File: config.mk
export PLATFORM = sky130hd
export DESIGN_NAME = fuse_irq_regs
export DESIGN_NICKNAME = d
export VERILOG_FILES = /design/src/rtl/fuse_irq_pkg.sv /design/src/rtl/fuse_irq_status.sv /design/src/rtl/fuse_irq_mask.sv /design/src/rtl/fuse_irq_line.sv /design/src/rtl/fuse_irq_regs.sv
export SDC_FILE = /design/constraint.sdc
export NUM_CORES = 1
export LEC_CHECK = 0
export BUFFER_PORTS_ARGS = -buffer_cell sky130_fd_sc_hd__buf_2
export CAP_MARGIN = 15
export CORE_MARGIN = 8
export CORE_UTILIZATION = 50
export CTS_CLUSTER_SIZE = 24
export DETAILED_ROUTE_END_ITERATION = 6
export GPL_ROUTABILITY_DRIVEN = 1
export GPL_TIMING_DRIVEN = 1
export PLACE_DENSITY = 0.82
export SYNTH_ARGS = -nofsm -noshare
export SYNTH_HDL_FRONTEND = slang
export SYNTH_SLANG_ARGS = --single-unit
File: constraint.sdc
create_clock -name clk -period 5.48 [get_ports clk]
set_input_delay 1.37 -clock clk [delete_from_list [all_inputs] [get_ports clk]]
set_output_delay 1.37 -clock clk [all_outputs]
set_load 0.03 [all_outputs]
File: src/rtl/fuse_irq_pkg.sv
package fuse_irq_pkg;
  typedef enum logic [1:0] {
    SEL_PEND = 2'd0,
    SEL_ENST = 2'd1,
    SEL_ENSET = 2'd2,
    SEL_ENCLR = 2'd3
  } sel_e;

  // Implemented-bit map: low event field plus the slave-error position.
  function automatic logic [31:0] impl_map(input int evt_n, input int slv_pos);
    logic [31:0] m;
    m = '0;
    for (int b = 0; b < 32; b++) begin
      if (b < evt_n || b == slv_pos) m[b] = 1'b1;
    end
    return m;
  endfunction
endpackage

File: src/rtl/fuse_irq_status.sv
module fuse_irq_status #(
  parameter int DATA_W = 32,
  parameter logic [DATA_W-1:0] IMPL = '1
) (
  input  logic              clk,
  input  logic              rst_n,
  input  logic [DATA_W-1:0] set_vec,
  input  logic [DATA_W-1:0] clr_vec,
  output logic [DATA_W-1:0] pend_q,
  output logic [DATA_W-1:0] pend_d
);
  // A set pulse wins over a clear of the same bit.
  always_comb pend_d = IMPL & (set_vec | (pend_q & ~clr_vec));

  always_ff @(posedge clk or negedge rst_n) begin
    if (!rst_n) pend_q <= '0;
    else        pend_q <= pend_d;
  end

  assert_set_wins_R4: assert property (@(posedge clk) disable iff (!rst_n)
    (|(set_vec & IMPL)) |=> ((pend_q & $past(set_vec & IMPL)) == $past(set_vec & IMPL)));

  assert_w1c_clears_R3: assert property (@(posedge clk) disable iff (!rst_n)
    (|(clr_vec & ~set_vec & IMPL)) |=> ((pend_q & $past(clr_vec & ~set_vec & IMPL)) == '0));
endmodule

File: src/rtl/fuse_irq_mask.sv
module fuse_irq_mask #(
  parameter int DATA_W = 32,
  parameter logic [DATA_W-1:0] IMPL = '1
) (
  input  logic              clk,
  input  logic              rst_n,
  input  logic              en_wr,
  input  logic              dis_wr,
  input  logic [DATA_W-1:0] wdata,
  output logic [DATA_W-1:0] mask_q,
  output logic [DATA_W-1:0] mask_d
);
  always_comb begin
    mask_d = mask_q;
    if (en_wr)       mask_d = mask_q | (wdata & IMPL);
    else if (dis_wr) mask_d = mask_q & ~wdata;
  end

  always_ff @(posedge clk or negedge rst_n) begin
    if (!rst_n) mask_q <= IMPL;
    else        mask_q <= mask_d;
  end

  assert_enable_or_R6: assert property (@(posedge clk) disable iff (!rst_n)
    en_wr |=> ((mask_q & $past(wdata & IMPL)) == $past(wdata & IMPL)));

  assert_disable_clr_R7: assert property (@(posedge clk) disable iff (!rst_n)
    dis_wr |=> ((mask_q & $past(wdata)) == '0));

  assert_mask_hold_R5: assert property (@(posedge clk) disable iff (!rst_n)
    (!en_wr && !dis_wr) |=> $stable(mask_q));
endmodule

File: src/rtl/fuse_irq_line.sv
module fuse_irq_line #(
  parameter int DATA_W = 32
) (
  input  logic              clk,
  input  logic              rst_n,
  input  logic [DATA_W-1:0] pend_d,
  input  logic [DATA_W-1:0] mask_d,
  output logic              irq_q
);
  // The line uses the next-state values, so it settles on the same edge as the registers.
  always_ff @(posedge clk or negedge rst_n) begin
    if (!rst_n) irq_q <= 1'b0;
    else        irq_q <= |(pend_d & mask_d);
  end
endmodule

File: src/rtl/fuse_irq_regs.sv
module fuse_irq_regs
  import fuse_irq_pkg::*;
#(
  parameter int DATA_W  = 32,
  parameter int EVT_N   = 5,
  parameter int SLV_POS = 31
) (
  input  logic              clk,
  input  logic              rst_n,
  input  logic [EVT_N-1:0]  evt_set,
  input  logic              slverr_set,
  input  logic [1:0]        reg_sel,
  input  logic              reg_wr,
  input  logic [DATA_W-1:0] reg_wdata,
  output logic [DATA_W-1:0] reg_rdata,
  output logic              irq
);
  localparam logic [DATA_W-1:0] IMPL = DATA_W'(impl_map(EVT_N, SLV_POS));

  sel_e sel;
  logic [DATA_W-1:0] set_vec, clr_vec;
  logic [DATA_W-1:0] pend_q, pend_d, mask_q, mask_d;
  logic en_wr, dis_wr;

  assign sel     = sel_e'(reg_sel);
  assign set_vec = DATA_W'(evt_set) | (DATA_W'(slverr_set) << SLV_POS);
  assign clr_vec = (reg_wr && sel == SEL_PEND) ? reg_wdata : '0;
  assign en_wr   = reg_wr && sel == SEL_ENSET;
  assign dis_wr  = reg_wr && sel == SEL_ENCLR;

  fuse_irq_status #(.DATA_W(DATA_W), .IMPL(IMPL)) u_pend (
    .clk(clk), .rst_n(rst_n), .set_vec(set_vec), .clr_vec(clr_vec),
    .pend_q(pend_q), .pend_d(pend_d));

  fuse_irq_mask #(.DATA_W(DATA_W), .IMPL(IMPL)) u_mask (
    .clk(clk), .rst_n(rst_n), .en_wr(en_wr), .dis_wr(dis_wr), .wdata(reg_wdata),
    .mask_q(mask_q), .mask_d(mask_d));

  fuse_irq_line #(.DATA_W(DATA_W)) u_line (
    .clk(clk), .rst_n(rst_n), .pend_d(pend_d), .mask_d(mask_d), .irq_q(irq));

  always_comb begin
    case (sel)
      SEL_PEND: reg_rdata = pend_q;
      SEL_ENST: reg_rdata = mask_q;
      default:  reg_rdata = '0;
    endcase
  end

  assert_irq_tracks_R10: assert property (@(posedge clk) disable iff (!rst_n)
    irq == |(pend_q & mask_q));

  assert_ctl_reads_zero_R8: assert property (@(posedge clk) disable iff (!rst_n)
    (sel == SEL_ENSET || sel == SEL_ENCLR) |-> reg_rdata == '0);

  assert_rsvd_zero_R9: assert property (@(posedge clk) disable iff (!rst_n)
    (reg_rdata & ~IMPL) == '0);
endmodule

Word level (Yosys, flattened, before mapping)
Index checks and enable logic that the tools add are counted.

Bits in registers: 39. Latch bits: 0. Bits in writable memories: 0. Memory bits (read-only): 0. Input bits: 43. Output and inout port bits: 33. Word-level logic and storage cells: 23. Memories: 0.

$add $sub $neg: 0. $mul: 0. Div/mod/pow operators: 0. Order comparisons: 0. Eq/ne operators: 3. Shifts and indexed selects: 0. Multiplexer cells: 4. Bitwise logic cells: 8. Reduce and logical (&&, ||, !) cells: 5.

Operators by type and width (count): AND 32 bit (3); 2-to-1 mux 32 bit (3); inverter 32 bit (2); bitwise OR 32 bit (2); case mux 32 bit (2 select lines) (1); bitwise OR 5 x 32 -> 32 bit (1); OR reduction 32 bit (1); equality test 2 bit, second input constant (2); logical AND 1 bit (3); equality test 2 x 1 -> 1 bit, second input constant (1); zero test 2 bit (1).

Logic depth before layout (Yosys ltp)
Gate-level depths: netlist of the first run.

Depth after elaboration: 8. Depth in mapped cells: 6.

By module
Synthesis of the first run repeated with hierarchy kept, for this count alone.

Cells, all modules: 278. Area total of the unflattened synthesis: 2725.1 µm².

By module, submodules not included: fuse_irq_mask (times used 1, cells an instance 73, area each 1163.6 µm², seq. area each 808.3 µm²); fuse_irq_regs (times used 1, cells an instance 112, area each 767.0 µm², seq. area each 0.0 µm²); fuse_irq_status (times used 1, cells an instance 71, area each 611.8 µm², seq. area each 150.1 µm²); fuse_irq_line (times used 1, cells an instance 22, area each 182.7 µm², seq. area each 25.0 µm²).

Least setup slack after synthesis of the first run
OpenSTA, ideal clock, no wires.

Kind: input -> output. From: in reg_sel[1]. To: out reg_rdata[10]. Arrival: 2.444 ns. Setup slack: 1.666 ns. Cell stages on the path: 5. Path buffers: 3. Path through: buf_2 buf_2 nor2_1 clkbuf_1 and2_1.

Longest elaborated chain between the ends: 2. Elaborated cells between the ends (all ways): 3. Those cells by class: 1 x eq/ne; 1 x mux; 1 x reduce/logical.

RTL lines: start: declaration (line fuse_irq_regs.sv:12) `input logic [1:0] reg_sel,`; equality test 2 x 1 -> 1 bit / zero test 2 bit (equally long branches) (line fuse_irq_regs.sv:43) `case (sel)`; case mux 32 bit (2 select lines) (*) (line fuse_irq_regs.sv:43); end: declaration (line fuse_irq_regs.sv:15) `output logic [DATA_W-1:0] reg_rdata,`.

Every way passes the cells marked *; elsewhere a longest branch is shown, timed or not.

Worst setup path in the final report of the first run
From: in reg_sel[0]. To: out reg_rdata[29].

The elaborated chain is that of the path after synthesis.

==> results of run 1 <==
## kinds of logic (layout without fill, tap and decap cells)
group           Yosys count  count (layout)
compound gates           34              34
simple gates             51              51
buf+inv                  22              97
flops                    39              39
mux                      12              12
## power by group through the flow
stage / logic, mW / registers (mW) / clock network [mW]
2_1_floorplan: 0.0441 / 0.315 / 0
3_3_place_gp: 0.0752 / 0.315 / 0
3_5_place_dp: 0.0766 / 0.315 / 0
4_1_cts: 0.0770 / 0.310 / 0.159
5_1_grt: 0.0847 / 0.311 / 0.170
6_report: 0.0758 / 0.310 / 0.153
## stage by stage
step	cells	hold WS, ns
global placement	271	0.4847
CTS	279	0.5090
floorplan	158	0.4554
global route	279	0.5462
finish	279	0.5110
detailed placement	271	0.4836
## cell usage in the layout, fill, tap and decap left out
| master | n |
|---|---|
| dfrtp_1 | 33 |
| buf_4 | 1 |
| or4_1 | 1 |
| a31oi_1 | 2 |
| nor2_1 | 9 |
| dfstp_2 | 6 |
| inv_1 | 12 |
| nand2b_1 | 2 |
| o22ai_2 | 2 |
| and2_1 | 26 |
| o22ai_1 | 2 |
| clkbuf_4 | 5 |
| clkinv_2 | 1 |
| nand4bb_1 | 2 |
| or3b_4 | 1 |
| a21boi_1 | 26 |
| and3_1 | 1 |
| nor3b_1 | 1 |
| buf_2 | 75 |
| clkbuf_8 | 1 |
| a21oi_1 | 2 |
| mux2i_1 | 12 |
| clkbuf_1 | 1 |
| nand3_1 | 6 |
| nor2b_1 | 2 |
| inv_2 | 1 |
## sequential cells by signal, summed over array words and instances (netlist names)
register and flops:
u_mask.mask_q 32, u_pend.pend_q 6, u_line.irq_q 1
## final cells by class
class	instances	area, µm²	share of cell area
multi-input cells	97	681.9	0.3079
clock buffers	7	55.05	0.02486
inverters	13	48.80	0.02203
flip-flops and latches	39	983.4	0.4441
repair buffers	76	382.9	0.1729
well taps	46	57.56	0.02599
clock inverters	1	5.005	0.002260
## how the worst min path moves through the flow
stage	start	slack, ns	end
after floorplan	u_pend.pend_q[3]	0.46	u_pend.pend_q[3]
after global placement	u_pend.pend_q[3]	0.48	u_pend.pend_q[3]
after detailed placement	u_pend.pend_q[3]	0.48	u_pend.pend_q[3]
after CTS	u_pend.pend_q[3]	0.51	u_pend.pend_q[3]
after global routing	u_mask.mask_q[6]	0.55	u_mask.mask_q[6]
final	u_pend.pend_q[3]	0.51	u_pend.pend_q[3]
## worst max-delay path, cell delays in order
cell    delay [ns]
buf_2         0.25
inv_2         0.11
nor2_1        0.12
buf_4         0.24
and2_1        0.16
buf_2         0.20
## routing by layer
| layer | vias to the layer above | track usage |
|---|---|---|
| met5 | - | 0 |
| met4 | 0 | 0.09595 |
| met1 | 635 | 0.1715 |
| met2 | 56 | 0.2407 |
| li1 | 672 | - |
| met3 | 7 | 0.06842 |
==> metrics.md, run 1 <==
| Metric | Value |
|---|---|
| Largest family of logic cells by synthesized area | `simple AND/OR/NAND/NOR gates` |
| Comb power frac | `0.141` |
| Met3 Wirelength | `474 µm` |
| Setup violations, final | `0` |
| Clock Latency Late Sink | `0.35 ns` |
| Nets@finish | `275` |
| Routed wire length | `4046 µm` |
| DR pass1 iterations | `4` |
| RSZ-0062 raised after global routing | `false` |
| Final design area excluding fillers | `~2200 µm²` |
| Routability cong. | `0.7311` |
| Vias in the first global route | `about 1500` |
| Cell-internal power | `0.3959 mW` |
| CP Data Arrival Time | `2.45 ns` |
| Crit Reg-Reg Endpoint | `u_line.irq_q` |
| Post-synth EDFFs | `0` |
| Worst-Margin Slew | `~0.92 ns` |
| Sequential Power Share | `0.575` |
| Post-synth top area share | `0.4688` |
| Core Rows | `21` |
| Setup Buffers After CTS | `0` |
| IO Port Bufs | `75` |
| Area growth from synthesis to layout | `25.71%` |
| Cts repair resizes | `0` |
| Top post-synthesis cells by count | `dfrtp_1, a21boi_1, and2_1` |
| Switch share | `0.2652` |
| Status | `completed` |
| Setup TNS | `0 ns` |
| F_max | `261.8 MHz` |
| DR vias | `1370` |
| N_diodes | `0` |
| Crit share post-route | `0.6970` |
| Initial antenna violation count | `0` |
| TritonCTS clock tree | `done` |
| Synth top area cells | `dfrtp_1, a21boi_1, and2_1, dfstp_2, mux2i_1` |
| Metal2 WL | `between 1500 and 2000 µm` |
| Chip height | `75.36 µm` |
| R2R cell count | `3` |
| Total power density per cell area | `243.3 nW/µm²` |
| TritonCTS buffer count | `5` |
| Largest net degree at the start of global routing | `40` |
| M1 wire length | `1715 µm` |
| Hold_buf cts | `0` |
| First DRT Iteration DRCs | `66` |
| Setup crit start kind | `primary input` |
| Synthesized flop and latch total | `39` |
| R2R setup slack | `a little over 4 ns` |
| Crit-path max FO | `26` |
| Max-slew headroom | `0.3889` |
| Post-synth top flop | `dfrtp_1` |
| Most frequent cell after synthesis | `dfrtp_1` |
| First-pass GRT wire length | `6492 µm` |
| Slew Limit Fails | `0` |
| Dpl hpwl | `3005 µm` |
| Hold Crit Depth | `2` |
| Vias/cell | `4.910` |
| Mean post-synth cell area | `11.15 µm²` |
| # clock sinks | `39` |
| Adder-Cell Fraction of Synth Area | `0` |
| Htree depth | `2` |
| Async SR Flop Fraction | `1.000` |
| Initial Util | `0.5238` |
| CP startpoint | `reg_sel[0]` |
| Post-layout minimum cycle time | `about 3.8 ns` |
| DRC | `0` |
| Simple-gate area share of the yosys netlist | `0.1740` |
| Complex-gate fraction of the synthesized area | `0.1449` |
| Fin util | `0.6585` |
| Hold WC Path Type | `reg2reg` |
| Post-synthesis mux area share | `0.06818` |
| Switching pwr | `0.1429 mW` |
| P_leak | `between 1 and 1.5 nW` |
| Minimum setup slack in the final design | `1.661 ns` |
| Clock Power Share | `0.284` |
| Die ar. | `5679 µm²` |
| Fraction of layout cells with a size suffix above 1 | `0.3991` |
| Required time of the critical path | `4.11 ns` |
| Reg-to-reg startpoint | `u_pend.pend_q[31]` |
| Syn Nets | `201` |
| Final Skew | `0.007553 ns` |
| Overflow after GRT | `0` |
| CP endpoint kind | `output port` |
| Sequential area share after synthesis | `0.5582` |
| Cell Area, Placed | `2155 µm²` |
| Total power | `0.5388 mW` |
| Top routing layer in use | `met4` |
| Largest area contributor in the netlist | `dfrtp_1` |
| Cells after Synth | `between 150 and 200` |
| Post-synthesis cell type count | `24` |
| Clock transition at the registers of the reported paths | `0.11 ns` |
| Core area | `3363 µm²` |
| Final hold viol count | `0` |
| Worst Setup EP | `reg_rdata[29]` |
| Syn. warnings | `0` |
| Ports | `76` |
| Xor and xnor area share after synthesis | `0` |
| CTS root buf | `clkbuf_4` |
| Die X | `75.36 µm` |
| Critical path class | `in2out` |
| Layout filler cell count | `299` |
| Max-cap violations | `0` |
| Setup Slack @ Placement | `1.664 ns` |
| Maximum root-to-sink buffer count | `2` |
| Routed len/inst | `14.50 µm` |
| Antenna-violating nets left | `0` |
| Peak supply drop | `0.0001488 V` |
| GRT Resource Usage Total | `0.1552` |
| Cell Area, Synth | `approximately 1800 µm²` |
Power figures use the tool's default switching activity.
==> run 2: changes to the inputs <==
--- a/config.mk
+++ b/config.mk
@@ -8,12 +8,12 @@
 export BUFFER_PORTS_ARGS = -buffer_cell sky130_fd_sc_hd__buf_2
 export CAP_MARGIN = 15
 export CORE_MARGIN = 8
-export CORE_UTILIZATION = 50
+export CORE_UTILIZATION = 42
 export CTS_CLUSTER_SIZE = 24
 export DETAILED_ROUTE_END_ITERATION = 6
 export GPL_ROUTABILITY_DRIVEN = 1
 export GPL_TIMING_DRIVEN = 1
-export PLACE_DENSITY = 0.82
+export PLACE_DENSITY = 0.74
 export SYNTH_ARGS = -nofsm -noshare
 export SYNTH_HDL_FRONTEND = slang
 export SYNTH_SLANG_ARGS = --single-unit
==> constraint.sdc (replaced) <==
create_clock -name clk -period 3.2 [get_ports clk]
set_input_delay 0.8 -clock clk [delete_from_list [all_inputs] [get_ports clk]]
set_output_delay 0.8 -clock clk [all_outputs]
set_load 0.03 [all_outputs]
==> metrics.md, run 2 (same netlist as run 1, synthesis figures left out) <==
| Metric | Value |
|---|---|
| Grt met2 use | `0.1981 (-0.04258)` |
| Overflow after GRT | `0 (unchanged)` |
| CTS root buf | `clkbuf_8` |
| DR vias | `1341 (-2.1%)` |
| CP delay by family, top | `buffers and inverters` |
| Met1 GRT Util | `0.1546 (-0.01694)` |
| RSZ-0062 raised after global routing | `false` |
| Routed len/inst | `14.28 µm (-1.5%)` |
| Final Skew | `0.001314 ns (-0.006239 ns)` |
| Multi-input gate area | `681.9 µm² (unchanged)` |
| CP Data Arrival Time | `1.88 ns (-0.57 ns)` |
| Vias in the first global route | `1513 (+1.8%)` |
| P_leak | `1.250 nW (+1.8%)` |
| Final hold viol count | `0 (unchanged)` |
| GRT Resource Usage Total | `0.1304 (-0.02483)` |
| Nets@finish | `276 (+0.36%)` |
| F_max | `approximately 370 MHz` |
| Setup Buffers After CTS | `0 (unchanged)` |
| # clock sinks | `39 (unchanged)` |
| Clock Latency Late Sink | `0.28 ns (-0.07 ns)` |
| Layout filler cell count | `380 (+27%)` |
| Most used cell along the critical path | `buf_2` |
| TritonCTS clock tree | `done` |
| Die ar. | `6523 µm² (+15%)` |
| Setup TNS | `0 ns (unchanged)` |
| Commonest non-fill, non-tap cell in the layout | `buf_2` |
| Initial antenna violation count | `0 (unchanged)` |
| DR pass1 iterations | `4 (unchanged)` |
| Worst-Margin Slew | `0.8369 ns (-0.07975 ns)` |
| DRC | `0 (unchanged)` |
| Crit share post-route | `0.8384` |
| Critical path class | `in2out` |
| Hold WC Path Type | `reg2reg` |
| Cts repair resizes | `0 (unchanged)` |
| Chip height | `80.77 µm (+7.2%)` |
| Core Rows | `23 (+9.5%)` |
| Clock transition at the registers of the reported paths | `0.07 ns (-0.04 ns)` |
| Cell count after placement | `276 (+1.8%)` |
| Max reg flops | `32 (unchanged)` |
| Required time of the critical path | `2.40 ns (-1.71 ns)` |
| Area growth from synthesis to layout | `28.69%` |
| CP Cell Sequence | `buf_2, inv_2, nor2_1, buf_4, and2_1, buf_2` |
| Final Non-Filler Cells | `284 (+1.8%)` |
| CP bufs+invs | `4 (unchanged)` |
| IO Port Bufs | `75 (unchanged)` |
| Met3 Track Usage GR | `0.07064 (+0.002219)` |
| Register area | `983.4 µm² (unchanged)` |
| CP max stage delay | `0.25 ns (about the same)` |
| Setup crit start kind | `primary input` |
| Crit-path max FO | `26 (unchanged)` |
| Total power density per cell area | `447.6 nW/µm² (+84%)` |
| Biggest register | `u_mask.mask_q` |
| Dpl hpwl | `2982 µm (-0.74%)` |
| Max-cap violations | `0 (unchanged)` |
| Peak supply drop | `0.0002541 V (+71%)` |
| Antenna-violating nets left | `0 (unchanged)` |
| Commonest non-fill, non-tap cells in the layout | `buf_2, dfrtp_1, and2_1, a21boi_1` |
| Setup violations, final | `0 (unchanged)` |
| Routed wire length | `4055 µm (+0.22%)` |
| Fraction of layout cells with a size suffix above 1 | `0.4017 (+0.002568)` |
| Status | `completed` |
| Most used routing layer | `met2` |
| Largest regs | `u_mask.mask_q: 32 flops, u_pend.pend_q: 6 flops, u_line.irq_q: 1 flops` |
| Htree depth | `2 (unchanged)` |
| First DRT Iteration DRCs | `58 (-12%)` |
| Maximum root-to-sink buffer count | `2 (unchanged)` |
| Slew Limit Fails | `0 (unchanged)` |
| Slowest CP cell | `buf_2` |
| Max-slew headroom | `0.4421 (+0.05317)` |
| Ports | `76 (unchanged)` |
| CP endpoint kind | `output port` |
| First-pass GRT wire length | `6699 µm (+3.2%)` |
| Hold_buf cts | `0 (unchanged)` |
| Initial Util | `0.4373 (-0.08654)` |
| Vias/cell | `4.722 (-3.8%)` |
| Die X | `80.77 µm (+7.2%)` |
| Post-layout minimum cycle time | `2.683 ns` |
| Routability cong. | `0.7470 (+2.2%)` |
| Core area | `4029 µm² (+20%)` |
| TritonCTS buffer count | `5 (unchanged)` |
| N_diodes | `0 (unchanged)` |
| Largest net degree at the start of global routing | `40 (unchanged)` |
## run 2: cell count changes in the layout (fill, tap and decap cells not counted)
cell | previous run | this run
clkbuf_8 | 1 | 7
clkbuf_4 | 5 | 0
clkinv_2 | 1 | 0
buf_4 | 1 | 2
## run 2: cell type report
cell class,count,area share
well taps,50,0.02759
multi-input cells,97,0.3008
inverters,13,0.02152
repair buffers,77,0.1722
clock buffers,8,0.04415
flip-flops and latches,39,0.4338
## run 2: worst min-delay path, stage by stage, from the launching register on
cell and delay (ns):
dfrtp_1 0.34, a21oi_1 0.08, inv_1 0.05
## run 2: power breakdown
part / switching (mW) / internal [mW] / leakage (nW) / total [mW]
registers: 0.00969 / 0.521 / 0.490 / 0.531
logic: 0.0793 / 0.0510 / 0.708 / 0.130
clock network: 0.157 / 0.196 / 0.0515 / 0.353
total: 0.246 / 0.769 / 1.25 / 1.01
## run 2: worst paths after layout
kind | cells past startpoint | endpoint | slack, ns | start
max | 6 | reg_rdata[11] | 0.52 | reg_sel[0]
min | 2 | u_pend.pend_q[0] | 0.50 | u_pend.pend_q[0]
max reg2reg | 3 | u_line.irq_q | 1.87 | u_pend.pend_q[31]
min reg2reg | 2 | u_pend.pend_q[0] | 0.50 | u_pend.pend_q[0]
max in group asynchronous | 1 | u_pend.pend_q[31] | 2.06 | rst_n
min in group asynchronous | 1 | u_mask.mask_q[27] | 0.61 | rst_n
## run 2: metrics by stage
stage / power [mW] / hold WS [ns] / util / setup slack [ns] / area (µm²)
finish: 1.015 / 0.4958 / 0.5627 / 0.5173 / 2267
global route: 1.066 / 0.5314 / 0.5627 / 0.3688 / 2267
CTS: 1.033 / 0.5007 / 0.5627 / 0.4916 / 2267
floorplan: 0.6145 / 0.4554 / - / 0.5258 / 1762
global placement: 0.6706 / 0.4831 / 0.5379 / 0.5269 / 2167
detailed placement: 0.6728 / 0.4840 / 0.5379 / 0.5060 / 2167
## run 2: per-layer routing
layer / part of all wire / up-vias
li1: - / 670
met1: 0.46 / 609
met2: 0.41 / 59
met3: 0.12 / 3
met4: 0.0089 / 0
met5: 0 / -
